==> config.mk <==
export PLATFORM = sky130hd
export DESIGN_NAME = irq_stat_ack_ctrl
export DESIGN_NICKNAME = d
export VERILOG_FILES = /design/src/rtl/irq_sa_pkg.sv /design/src/rtl/irq_mask_reg.sv /design/src/rtl/irq_pend_reg.sv /design/src/rtl/irq_line_fsm.sv /design/src/rtl/irq_stat_ack_ctrl.sv
export SDC_FILE = /design/constraint.sdc
export NUM_CORES = 1
export LEC_CHECK = 0
export ABC_CLOCK_PERIOD_IN_PS = 1300
export BUFFER_PORTS_ARGS = -buffer_cell sky130_fd_sc_hd__buf_2
export CORE_MARGIN = 1
export CORE_UTILIZATION = 37
export DETAILED_ROUTE_END_ITERATION = 8
export HOLD_SLACK_MARGIN = 0.15
export PLACE_DENSITY = 0.84
export SYNTH_ARGS = -nofsm -noshare
export SYNTH_HDL_FRONTEND = slang
export SYNTH_SLANG_ARGS = --single-unit
==> constraint.sdc <==
create_clock -name clk -period 1.3 [get_ports clk]
set_clock_uncertainty 0.2 [all_clocks]
set_input_delay 0.13 -clock clk [delete_from_list [all_inputs] [get_ports clk]]
set_output_delay 0.13 -clock clk [all_outputs]
set_load 0.02 [all_outputs]
==> src/rtl/irq_sa_pkg.sv <==
package irq_sa_pkg;
    typedef enum logic {
        LINE_IDLE   = 1'b0,
        LINE_RAISED = 1'b1
    } line_state_e;
endpackage

==> src/rtl/irq_mask_reg.sv <==
module irq_mask_reg (
    input  logic clk,
    input  logic rst_n,
    input  logic cmd_we,
    input  logic cmd_mask,
    output logic mask_q
);
    always_ff @(posedge clk) begin
        if (!rst_n) begin
            mask_q <= 1'b0;
        end else if (cmd_we) begin
            mask_q <= cmd_mask;
        end
    end
endmodule

==> src/rtl/irq_pend_reg.sv <==
module irq_pend_reg #(
    parameter int PEND_W = 8
) (
    input  logic              clk,
    input  logic              rst_n,
    input  logic              evt_take,
    input  logic [PEND_W-1:0] evt_bits,
    input  logic              ack_we,
    input  logic [PEND_W-1:0] ack_data,
    output logic              ack_ok,
    output logic [PEND_W-1:0] pend_next,
    output logic [PEND_W-1:0] pend_q
);
    logic [PEND_W-1:0] after_ack;

    always_comb begin
        ack_ok    = ack_we && (|(ack_data & pend_q));
        after_ack = ack_ok ? (pend_q & ~ack_data) : pend_q;
        pend_next = evt_take ? (after_ack | evt_bits) : after_ack;
    end

    always_ff @(posedge clk) begin
        if (!rst_n) begin
            pend_q <= '0;
        end else begin
            pend_q <= pend_next;
        end
    end
endmodule

==> src/rtl/irq_line_fsm.sv <==
module irq_line_fsm
    import irq_sa_pkg::*;
(
    input  logic clk,
    input  logic rst_n,
    input  logic take_raise,
    input  logic ack_ok,
    input  logic pend_next_zero,
    output logic irq_line
);
    line_state_e state_q;
    line_state_e state_d;

    always_ff @(posedge clk) begin
        if (!rst_n) begin
            state_q <= LINE_IDLE;
        end else begin
            state_q <= state_d;
        end
    end

    always_comb begin
        state_d = state_q;
        unique case (state_q)
            LINE_IDLE: begin
                if (take_raise) begin
                    state_d = LINE_RAISED;
                end
            end
            LINE_RAISED: begin
                if (ack_ok && pend_next_zero) begin
                    state_d = LINE_IDLE;
                end
            end
            default: state_d = LINE_IDLE;
        endcase
    end

    always_comb begin
        unique case (state_q)
            LINE_IDLE:   irq_line = 1'b0;
            LINE_RAISED: irq_line = 1'b1;
            default:     irq_line = 1'b0;
        endcase
    end
endmodule

==> src/rtl/irq_stat_ack_ctrl.sv <==
module irq_stat_ack_ctrl #(
    parameter int PEND_W = 8,
    localparam int STAT_W = 2 * PEND_W
) (
    input  logic              clk,
    input  logic              rst_n,
    input  logic              evt_valid,
    input  logic [PEND_W-1:0] evt_bits,
    input  logic              ack_we,
    input  logic [PEND_W-1:0] ack_data,
    input  logic              cmd_we,
    input  logic              cmd_mask,
    output logic [STAT_W-1:0] status_word,
    output logic              irq_line
);
    logic              mask_q;
    logic              evt_take;
    logic              ack_ok;
    logic [PEND_W-1:0] pend_next;
    logic [PEND_W-1:0] pend_q;

    assign evt_take = evt_valid && !mask_q && (|evt_bits);

    irq_mask_reg u_mask (
        .clk      (clk),
        .rst_n    (rst_n),
        .cmd_we   (cmd_we),
        .cmd_mask (cmd_mask),
        .mask_q   (mask_q)
    );

    irq_pend_reg #(.PEND_W(PEND_W)) u_pend (
        .clk       (clk),
        .rst_n     (rst_n),
        .evt_take  (evt_take),
        .evt_bits  (evt_bits),
        .ack_we    (ack_we),
        .ack_data  (ack_data),
        .ack_ok    (ack_ok),
        .pend_next (pend_next),
        .pend_q    (pend_q)
    );

    irq_line_fsm u_line (
        .clk            (clk),
        .rst_n          (rst_n),
        .take_raise     (evt_take),
        .ack_ok         (ack_ok),
        .pend_next_zero (pend_next == '0),
        .irq_line       (irq_line)
    );

    assign status_word = {pend_q, {PEND_W{1'b0}}};
endmodule

---- After elaboration in Yosys (flattened, before gate mapping) ----
Index checks and enable logic that the tools add are counted.
storage, ports and cells
  flip-flop bits (word level) ............. 10
  input bits .............................. 22
  output and inout port bits .............. 17
  logic and storage cells ................. 22
cells by class
  mux-type cells .......................... 6
  bitwise operators ....................... 5
  reductions and logical operators ........ 8
operators by type and width
  cell                 count
  $and A8 B8 Y8        2
  $mux W8              2
  $reduce_or A8 Y1     2
  $logic_not A8 Y1     1
  $not A8 Y8           1
  $or A8 B8 Y8         1
  $logic_and A1 B1 Y1  4
  $pmux W1 S2          2
  $mux W1              2
  $logic_not A1 Y1     1
  $not A1 Y1           1

---- Longest topological paths before layout ----
Gate-level depths: netlist (run 1).
  word-level depth ........................ 10
  gate-level depth with buffers ........... 4

---- Hierarchy ----
From an unflattened synthesis (run 1), not the netlist that was laid out.
second synthesis, totals
  cells, all modules ...................... 81
  area total of the unflattened synthesis .. 669.4 sq um
by module, submodules not included
  module             instances  cells an instance  area each (sq um)
  irq_pend_reg       1          59                 495.5
  irq_stat_ack_ctrl  1          16                 106.4
  irq_mask_reg       1          3                  36.3
  irq_line_fsm       1          3                  31.3

---- Least setup slack after synthesis (run 1) ----
OpenSTA, ideal clock, no wires.
  path kind ............................... flip-flop to flip-flop
  start ................................... register u_pend.pend_q[7]
  end ..................................... register u_pend.pend_q[1]
  setup time .............................. 115 ps
  arrival ................................. 1,168 ps
  path slack .............................. -182 ps
  stages on the path, launching flop included .. 5
  path buffers ............................ 0
  period minus slack after synthesis ...... 1,482 ps
  cells stage by stage .................... dfxtp_1 a22oi_2 a41oi_4 a21oi_1 o21a_1
on the way
  cells in the longest elaborated chain, start to end .. 6
RTL lines
  item                      line                text
  start: declaration        irq_pend_reg.sv:12  output logic [PEND_W-1:0] pend_q
  start signal: assignment  irq_pend_reg.sv:26  pend_q <= pend_next;
  $and A8 B8 Y8 (*)         irq_pend_reg.sv:17  ack_ok = ack_we && (|(ack_data & pend_q));
  $reduce_or A8 Y1 (*)      irq_pend_reg.sv:17
  $logic_and A1 B1 Y1 (*)   irq_pend_reg.sv:17
  $mux W8 (*)               irq_pend_reg.sv:18  after_ack = ack_ok ? (pend_q & ~ack_data) : pend_q;
  $or A8 B8 Y8              irq_pend_reg.sv:19  pend_next = evt_take ? (after_ack | evt_bits) : after_ack;
  $mux W8 (*)               irq_pend_reg.sv:19
Mark *: on every way between the ends. The rest lies on a longest branch, timed or not.
A chain may end at the register's enable or synchronous reset.

---- Worst setup path in the final report (run 1) ----
Same ends and word-level chain as after synthesis.

==> impl_metrics.json, run 1 <==
{
  "pwr-share-seq_pct": 36.6,
  "n_antenna_cell": 0,
  "p_total_uw": 974,
  "crit_buf_inv": 0,
  "avgSynthCellArea_sq_um": 8.69,
  "final_nets": 151,
  "synthXorXnorAreaFrac_pct": 0,
  "crit_chain": "a22oi_2 > a41oi_4 > a21oi_1 > o21a_1",
  "area_delta_synth_final_pct": 68.4,
  "tns_ns": -0.944,
  "ir_drop_v": 0.000663,
  "synthAdderAreaFrac_pct": 0,
  "synth_top_family_by_area": "compound AO/OA/AOI/OAI gates",
  "crit_type": "flip-flop to flip-flop",
  "synthCells": 73,
  "rsz0062_at_grt": "true",
  "hpwl_um": 1260,
  "placementRows": 14,
  "p_switching_uw": 327,
  "p_per_area_mw_per_mm2": 911,
  "placed_cells": 119,
  "cp_slowest_cell": "a41oi_4",
  "power_frac_comb_pct": 33.2,
  "ys_warn_count": 0,
  "max_freq_mhz": 702,
  "initialDrtViolationCount": 26,
  "grt_usage_pct": 26.2,
  "synth-simple-area-share_pct": 12.4,
  "ys_ff_latch": 10,
  "vias": 779,
  "drive_gt1_share_pct": 44.5,
  "io_buffers": 30,
  "cts.clk_slew.worst_paths_ns": 0.08,
  "ioPinCount": 39,
  "layout_commonest_cell": "buf_2",
  "dpl_cell_area_sq_um": 801,
  "finalNonFillerCells": 144,
  "synth_cell_type_count": 19,
  "synth_compound_area_share_pct": 37.7,
  "die-area_sq_mm": 0.00188,
  "cp_data_arrival_time_ns": 1.39,
  "min_period_ns": 1.43,
  "cp_max_fo": 5,
  "timing.final.max_slew_violations": 0,
  "design_area_sq_mm": 0.00107,
  "fp.dieW_um": 43.4,
  "wire_per_inst_um": 15.4,
  "final_core_util_pct": 68.5,
  "core_sq_mm": 0.00156,
  "wirelength_um": 2220,
  "setup_viol": 9,
  "htree_levels": 1,
  "grt_pass1_vias": 780,
  "max_cap_viol_count": 0,
  "violations": "design-rule violations, negative setup slack",
  "grt_remaining_overflow": 0,
  "fin_hold_ws_ns": 0.208,
  "crit_path_max_incr_delay_ns": 0.36,
  "grt_pass1_wl_um": 3580,
  "total_leakage_power_nw": 0.493,
  "min_path_type": "input port to flip-flop",
  "status": "complete, but fails checks",
  "final_cell_mix": "buf_2 (30), dlygate4sd3_1 (19), inv_1 (9), conb_1 (8)",
  "synth.cell_area_sq_um": 634,
  "setup_slack_ns": -0.125,
  "initial_core_util_pct": 40.7,
  "power.share.clock_pct": 30.2,
  "clock_sinks": 10,
  "pre_cts_ws_ns": -0.109,
  "ys_seq_area_share_pct": 31.6,
  "ant_nets": 0,
  "synth_mux_area_share_pct": 1.58,
  "finalCritPeriodShare_pct": 110,
  "drc": 8,
  "cp-end-kind": "flip-flop",
  "clock_latency_ns": 0.28,
  "finalHoldViolations": 0,
  "internal_power_uw": 647,
  "viasPerCell": 5.41,
  "cts_tree": "done",
  "required_ns": 1.27,
  "start_kind": "flip-flop",
  "gp_congestion": 0.813,
  "critPathTopFamily": "compound AO/OA/AOI/OAI gates",
  "cts_root_buf": "clkbuf_4",
  "drtPass1Iterations": 6,
  "grt_max_degree": 15,
  "antenna_found_initial": 0,
  "clock_path_buffers": 2,
  "cts_buffers": 3,
  "die_y_um": 43.4,
  "switching_share_pct": 33.6
}
[registers in the layout, indices dropped and copies added, names as in the netlist]
name            flops
u_pend.pend_q       8
u_line.state_q      1
u_mask.mask_q       1
[routing by layer]
| layer | wire length, um | global-route usage (%) | share of wire [%] | vias up |
|---|---|---|---|---|
| met1 | 867 | 30.6 | 39 | 365 |
| met5 | 0 | 0 | 0 | - |
| met3 | 155 | 7.08 | 7.0 | 8 |
| li1 | - | - | - | 361 |
| met4 | 46 | 13.1 | 2.1 | 0 |
| met2 | 1150 | 44.2 | 52 | 45 |
[power groups by stage]
stage               sequential, mW  clock, mW  combinational [mW]
finish                       0.356      0.294               0.323
global route                 0.359      0.312               0.346
CTS                          0.354      0.300               0.305
detailed placement           0.362          0               0.242
global placement             0.361          0               0.237
floorplan                    0.387          0               0.139
[worst paths after layout]
check	start	end	slack, ns	cells past startpoint
hold reg to reg	u_mask.mask_q	u_mask.mask_q	0.33	2
setup / recovery	u_pend.pend_q[7]	u_pend.pend_q[1]	-0.13	4
hold / removal	evt_bits[6]	u_line.state_q	0.21	5
setup reg to reg	u_pend.pend_q[7]	u_pend.pend_q[1]	-0.13	4
[timing repair]
item / 4_1_cts / 5_1_grt
setup buffers: 1 / 0
cloned: 1 / 0
gates resized for setup: 3 / 1
hold buffers: 18 / 1
endpoints found under the setup margin: 9 / 9
pin swaps: 5 / 6
endpoints found under the hold margin: 10 / 1
[cell usage after synthesis]
library cell	number	area [sq um]
and2_1	4	25.0
buf_2	1	5.00
mux2i_1	1	10.0
a21oi_1	9	45.0
nand2_1	6	22.5
inv_2	1	3.75
buf_4	8	60.1
a41oi_4	1	27.5
dfxtp_1	10	200
nor4_1	3	18.8
nor2_1	1	3.75
a22oi_2	2	25.0
a22oi_4	2	42.5
nor2b_2	1	8.76
o21a_1	4	30.0
inv_1	9	33.8
conb_1	1	3.75
o22ai_1	4	25.0
a311oi_1	5	43.8
[area by class of cell]
| type | instances | area, sq um |
|---|---|---|
| clock buffers | 4 | 36.3 |
| fillers | 125 | 490 |
| inverters | 10 | 37.5 |
| multi-input cells | 52 | 392 |
| flip-flops and latches | 10 | 220 |
| well taps | 16 | 20.0 |
| repair buffers | 52 | 363 |
[tightest hold or removal path, stage by stage]
cell and delay, ns:
buf_2 0.09, nor4_1 0.05, nand2_1 0.07, a21oi_1 0.07, a311oi_1 0.23
[logic make-up (layout without fill, tap and decap cells)]
family / count (synthesis) / in the layout
DFF: 10 / 10
buffers and inverters: 19 / 66
and+or+nand+nor: 15 / 15
other: 1 / 8
muxes: 1 / 1
AOI/OAI and AO/OA: 27 / 28
(Power assumes the default switching activity.)
==> inputs of run 2 (changes only) <==
--- a/config.mk
+++ b/config.mk
@@ -7,11 +7,14 @@
 export LEC_CHECK = 0
 export ABC_CLOCK_PERIOD_IN_PS = 1300
 export BUFFER_PORTS_ARGS = -buffer_cell sky130_fd_sc_hd__buf_2
+export CELL_PAD_IN_SITES_DETAIL_PLACEMENT = 0
+export CELL_PAD_IN_SITES_GLOBAL_PLACEMENT = 2
 export CORE_MARGIN = 1
-export CORE_UTILIZATION = 37
+export CORE_UTILIZATION = 19
 export DETAILED_ROUTE_END_ITERATION = 8
 export HOLD_SLACK_MARGIN = 0.15
-export PLACE_DENSITY = 0.84
+export PLACE_DENSITY = 0.82
+export SLEW_MARGIN = 25
 export SYNTH_ARGS = -nofsm -noshare
 export SYNTH_HDL_FRONTEND = slang
 export SYNTH_SLANG_ARGS = --single-unit
==> run 2 against run 1 <==
Net effect: the run ends with negative setup slack left; wire length shrank 9.0%; flip-flop and latch count did not move; clock power decreased by 3%; register-to-register slack better by 0.04 ns; largest power group unchanged; highest routed layer unchanged.
==> impl_metrics.json, run 2 (synthesis results as in run 1) <==
{
  "status": "complete, but fails checks",
  "violations": "negative setup slack",
  "initial_core_util_pct": 20.4,
  "timing.final.max_slew_violations": 0,
  "layout_commonest_cell": "buf_2",
  "grt_max_degree": 15,
  "drive_gt1_share_pct": 45.1,
  "largest_reg_flops": 8,
  "crit_type": "flip-flop to flip-flop",
  "max_freq_mhz": 723,
  "placed_cells": 153,
  "cp-end-kind": "flip-flop",
  "reg_top3": "u_pend.pend_q: 8 flops, u_line.state_q: 1 flops, u_mask.mask_q: 1 flops",
  "reg2reg_depth": 3,
  "cts_buffers": 3,
  "grt_pass1_wl_um": 3290,
  "ant_nets": 0,
  "finalCritPeriodShare_pct": 106,
  "min_from": "ack_data[4]",
  "r2r_slack_ns": -0.08,
  "final_nets": 156,
  "p_total_uw": 964,
  "io_buffers": 30,
  "min_path_type": "input port to flip-flop",
  "initialDrtViolationCount": 6,
  "wirelength_um": 2020,
  "vias": 759,
  "grt_usage_pct": 12.5,
  "clock_sinks": 10,
  "htree_levels": 1,
  "finalNonFillerCells": 177,
  "clock_path_buffers": 2,
  "max_cap_viol_count": 0,
  "antenna_found_initial": 0,
  "n_antenna_cell": 0,
  "holdPathStages": 4,
  "timing.rr.start": "u_pend.pend_q[3]",
  "min_period_ns": 1.38,
  "cts.clk_slew.worst_paths_ns": 0.07,
  "area_delta_synth_final_pct": 79.1,
  "ir_drop_v": 0.000340,
  "p_per_area_mw_per_mm2": 848,
  "total_leakage_power_nw": 0.520,
  "start_kind": "flip-flop",
  "viasPerCell": 4.29,
  "gp_congestion": 0.902,
  "clock_latency_ns": 0.27,
  "core_sq_mm": 0.00310,
  "required_ns": 1.26,
  "final_core_util_pct": 36.6,
  "finalHoldViolations": 0,
  "die_y_um": 59.8,
  "cts_tree": "done",
  "drc": 0,
  "setup_slack_ns": -0.0835,
  "grt_pass1_vias": 746,
  "tns_ns": -0.473,
  "cp_max_fo": 5,
  "placementRows": 20,
  "top_register": "u_pend.pend_q",
  "pre_cts_ws_ns": -0.0899,
  "cp_data_arrival_time_ns": 1.35,
  "rsz0062_at_grt": "true",
  "die-area_sq_mm": 0.00357,
  "r2r_end": "u_pend.pend_q[0]",
  "drtPass1Iterations": 3,
  "hold_end": "u_line.state_q",
  "grt_remaining_overflow": 0,
  "fp.dieW_um": 59.8,
  "post_cts_buffers": 0,
  "wire_per_inst_um": 11.4,
  "ioPinCount": 39,
  "hpwl_um": 1500,
  "cts_root_buf": "clkbuf_4",
  "final_cell_mix": "buf_2 (30), dlygate4sd3_1 (19), inv_1 (9), a21oi_1 (9)",
  "setup_viol": 9
}
[run 2: area by class of cell]
type	count	area, sq um
inverters	10	37.5
flip-flops and latches	10	220
clock buffers	4	36.3
fillers	347	1970
well taps	44	55.1
multi-input cells	52	387
repair buffers	57	400
[run 2: timing repair]
action	4_1_cts	5_1_grt
pin swaps	6	0
setup endpoints to repair	9	9
hold buffers	19	0
gates cloned	1	0
gates resized for setup	2	0
endpoints found under the hold margin	10	0
[run 2: power breakdown]
part,internal [mW],switching (mW),leakage (nW)
clock network,0.170,0.114,0.0210
logic,0.157,0.168,0.413
registers,0.331,0.0241,0.0867
[run 2: per-stage QoR]
stage,hold slack (ns),instance area [sq um]
global placement,0.173,881
finish,0.171,1140
global route,0.194,1140
floorplan,0.0273,681
CTS,0.178,1140
detailed placement,0.184,881
[run 2: critical path: stages, from the launching register on]
cell      delay, ns
dfxtp_4        0.35
a22oi_2        0.24
a41oi_4        0.19
a311oi_1       0.30
[run 2: per-layer routing]
layer / track usage, % / vias up / wire, um / part of all wire, %
met5: 0 / - / 0 / 0
met4: 4.32 / 0 / 7 / 0.35
met3: 3.25 / 2 / 94 / 4.7
met2: 20.6 / 18 / 1040 / 52
met1: 15.5 / 363 / 870 / 43
li1: - / 376 / - / -
[run 2: worst max path at each step]
stage | endpoint | from | cells past startpoint | slack, ns
after global placement | u_pend.pend_q[1] | u_pend.pend_q[3] | 4 | -0.07
after detailed placement | u_pend.pend_q[4] | u_pend.pend_q[3] | 4 | -0.09
after global routing | u_pend.pend_q[6] | u_pend.pend_q[7] | 3 | -0.17
after floorplan | u_pend.pend_q[1] | u_pend.pend_q[3] | 4 | -0.04
after CTS | u_pend.pend_q[0] | u_pend.pend_q[3] | 3 | -0.08
final | u_pend.pend_q[0] | u_pend.pend_q[3] | 3 | -0.08
==> inputs of run 3 (changes only) <==
--- a/config.mk
+++ b/config.mk
@@ -14,6 +14,7 @@
 export DETAILED_ROUTE_END_ITERATION = 8
 export HOLD_SLACK_MARGIN = 0.15
 export PLACE_DENSITY = 0.82
+export SETUP_SLACK_MARGIN = 0.2
 export SLEW_MARGIN = 25
 export SYNTH_ARGS = -nofsm -noshare
 export SYNTH_HDL_FRONTEND = slang
==> run 3 against run 2 <==
Net effect: the flow finishes with violations (negative hold slack, negative setup slack); power down 3.3%; sequential power about the same; worst setup slack worse by 0.045 ns; clock power down 19%; register-to-register slack worse by 0.05 ns; final cell count down 6.2%; wire length up 7.4%; hold slack worse by 0.22 ns; count of clock-buffer cells in the layout unchanged; cell area down 3.2%; non-clock buffer count down 11; critical path type unchanged.
==> impl_metrics.json, run 3 (synthesis results as in run 1) <==
{
  "internal_power_uw": 615,
  "fp.dieW_um": 59.8,
  "final_cell_mix": "buf_2 (21), buf_6 (13), inv_1 (9), conb_1 (8), dlygate4sd3_1 (7)",
  "r2r_end": "u_pend.pend_q[5]",
  "core_sq_mm": 0.00310,
  "switching_share_pct": 34.0,
  "placed_cells": 153,
  "crit_path_max_incr_delay_ns": 0.35,
  "ioPinCount": 39,
  "status": "complete, but fails checks",
  "rsz0062_at_grt": "true",
  "drtPass1Iterations": 5,
  "finalCritPeriodShare_pct": 110,
  "grt_remaining_overflow": 0,
  "pwr-share-seq_pct": 38.4,
  "ir_drop_v": 0.000400,
  "max_freq_mhz": 700,
  "dpl_cell_area_sq_um": 881,
  "ant_nets": 0,
  "cts_root_buf": "clkbuf_4",
  "vias": 738,
  "timing.rr.start": "u_pend.pend_q[3]",
  "cp-startpoint": "u_pend.pend_q[3]",
  "clock_sinks": 10,
  "crit_buf_inv": 0,
  "gp_congestion": 0.910,
  "p_per_area_mw_per_mm2": 847,
  "drive_gt1_share_pct": 52.5,
  "grt_pass1_vias": 674,
  "n_antenna_cell": 0,
  "hpwl_um": 1490,
  "die_y_um": 59.8,
  "layout_commonest_cell": "buf_2",
  "design_area_sq_mm": 0.00110,
  "required_ns": 1.27,
  "placementRows": 20,
  "grt_usage_pct": 12.1,
  "crit_path_end": "u_pend.pend_q[5]",
  "finalNonFillerCells": 166,
  "crit_type": "flip-flop to flip-flop",
  "clock_path_buffers": 2,
  "grt_pass1_wl_um": 3190,
  "setup_viol": 9,
  "worst-path-stages": 3,
  "cts_tree": "done",
  "finalHoldViolations": 5,
  "grt_max_degree": 15,
  "power.share.clock_pct": 24.6,
  "initialDrtViolationCount": 13,
  "initial_core_util_pct": 20.4,
  "violations": "negative hold slack, negative setup slack",
  "cp_data_arrival_time_ns": 1.39,
  "cp_max_fo": 4,
  "timing.final.max_slew_violations": 0,
  "top_register": "u_pend.pend_q",
  "setup_slack_ns": -0.129,
  "start_kind": "flip-flop",
  "cp_slowest_cell": "dfxtp_4",
  "power_frac_comb_pct": 37.0,
  "htree_levels": 1,
  "clock_latency_ns": 0.27,
  "area_delta_synth_final_pct": 73.4,
  "total_leakage_power_nw": 0.481,
  "max_cap_viol_count": 0,
  "reg_top3": "u_pend.pend_q: 8 flops, u_line.state_q: 1 flops, u_mask.mask_q: 1 flops",
  "wire_per_inst_um": 13.1,
  "drc": 0,
  "viasPerCell": 4.45,
  "fin_hold_ws_ns": -0.0496,
  "reg2reg_depth": 3,
  "r2r_slack_ns": -0.13,
  "critPathTopFamily": "compound AO/OA/AOI/OAI gates",
  "tns_ns": -0.944,
  "largest_reg_flops": 8,
  "wirelength_um": 2170,
  "min_path_type": "input port to flip-flop",
  "io_buffers": 30,
  "min_period_ns": 1.43,
  "final_nets": 145,
  "cts.clk_slew.worst_paths_ns": 0.07,
  "pre_cts_ws_ns": -0.0813,
  "die-area_sq_mm": 0.00357,
  "crit_chain": "a22oi_2 > a41oi_2 > a311oi_1",
  "p_switching_uw": 317,
  "cp-end-kind": "flip-flop",
  "cts_buffers": 3,
  "antenna_found_initial": 0
}
run 3: worst reg2reg max path: stages (launching register included):
cell and delay, ns:
dfxtp_4 0.35, a22oi_2 0.26, a41oi_2 0.21, a311oi_1 0.31
run 3: cell type report:
cell class              count  area, sq um
inverters                  10         37.5
fillers                   352         2000
multi-input cells          52          395
flip-flops and latches     10          226
well taps                  44         55.1
repair buffers             46          359
clock buffers               4         26.3
run 3: through the flow:
stage,hold WS (ns),utilization [%],power [mW]
finish,-0.0496,35.4,0.932
global route,-0.0439,35.4,0.983
CTS,-0.0567,34.4,0.916
detailed placement,0.171,28.4,0.626
global placement,0.174,28.4,0.622
floorplan,0.0273,-,0.526
run 3: per-layer routing:
metal / GRT usage, % / vias to the layer above / routed length (um) / part of all wire (%)
li1: - / 352 / - / -
met1: 15.4 / 349 / 906 / 42
met2: 19.0 / 33 / 1070 / 49
met3: 3.68 / 4 / 154 / 7.1
met4: 4.98 / 0 / 34 / 1.6
met5: 0 / - / 0 / 0
run 3: repair_timing:
action | in CTS | in global routing
hold endpoints to repair | 10 | 10
resized for setup | 21 | 9
cloned | 1 | 0
hold buffers | 7 | 1
setup endpoints to repair | 17 | 19
pin swaps | 2 | 4
setup buffers | 1 | 0
run 3: power by group through the flow:
stage	Clock (mW)	Sequential [mW]	Combinational, mW
CTS	0.236	0.354	0.325
detailed placement	0	0.361	0.265
global placement	0	0.360	0.262
finish	0.229	0.358	0.345
global route	0.252	0.360	0.371
floorplan	0	0.387	0.139
run 3: how the worst min path moves through the flow:
stage | startpoint | end | slack (ns) | depth (start not counted)
4_1_cts | evt_bits[0] | u_pend.pend_q[0] | -0.06 | 3
3_5_place_dp | ack_data[7] | u_pend.pend_q[7] | 0.17 | 2
3_3_place_gp | cmd_mask | u_mask.mask_q | 0.17 | 3
2_1_floorplan | ack_data[0] | u_pend.pend_q[0] | 0.03 | 1
5_1_grt | evt_bits[5] | u_pend.pend_q[5] | -0.04 | 3
6_report | evt_bits[0] | u_pend.pend_q[0] | -0.05 | 3
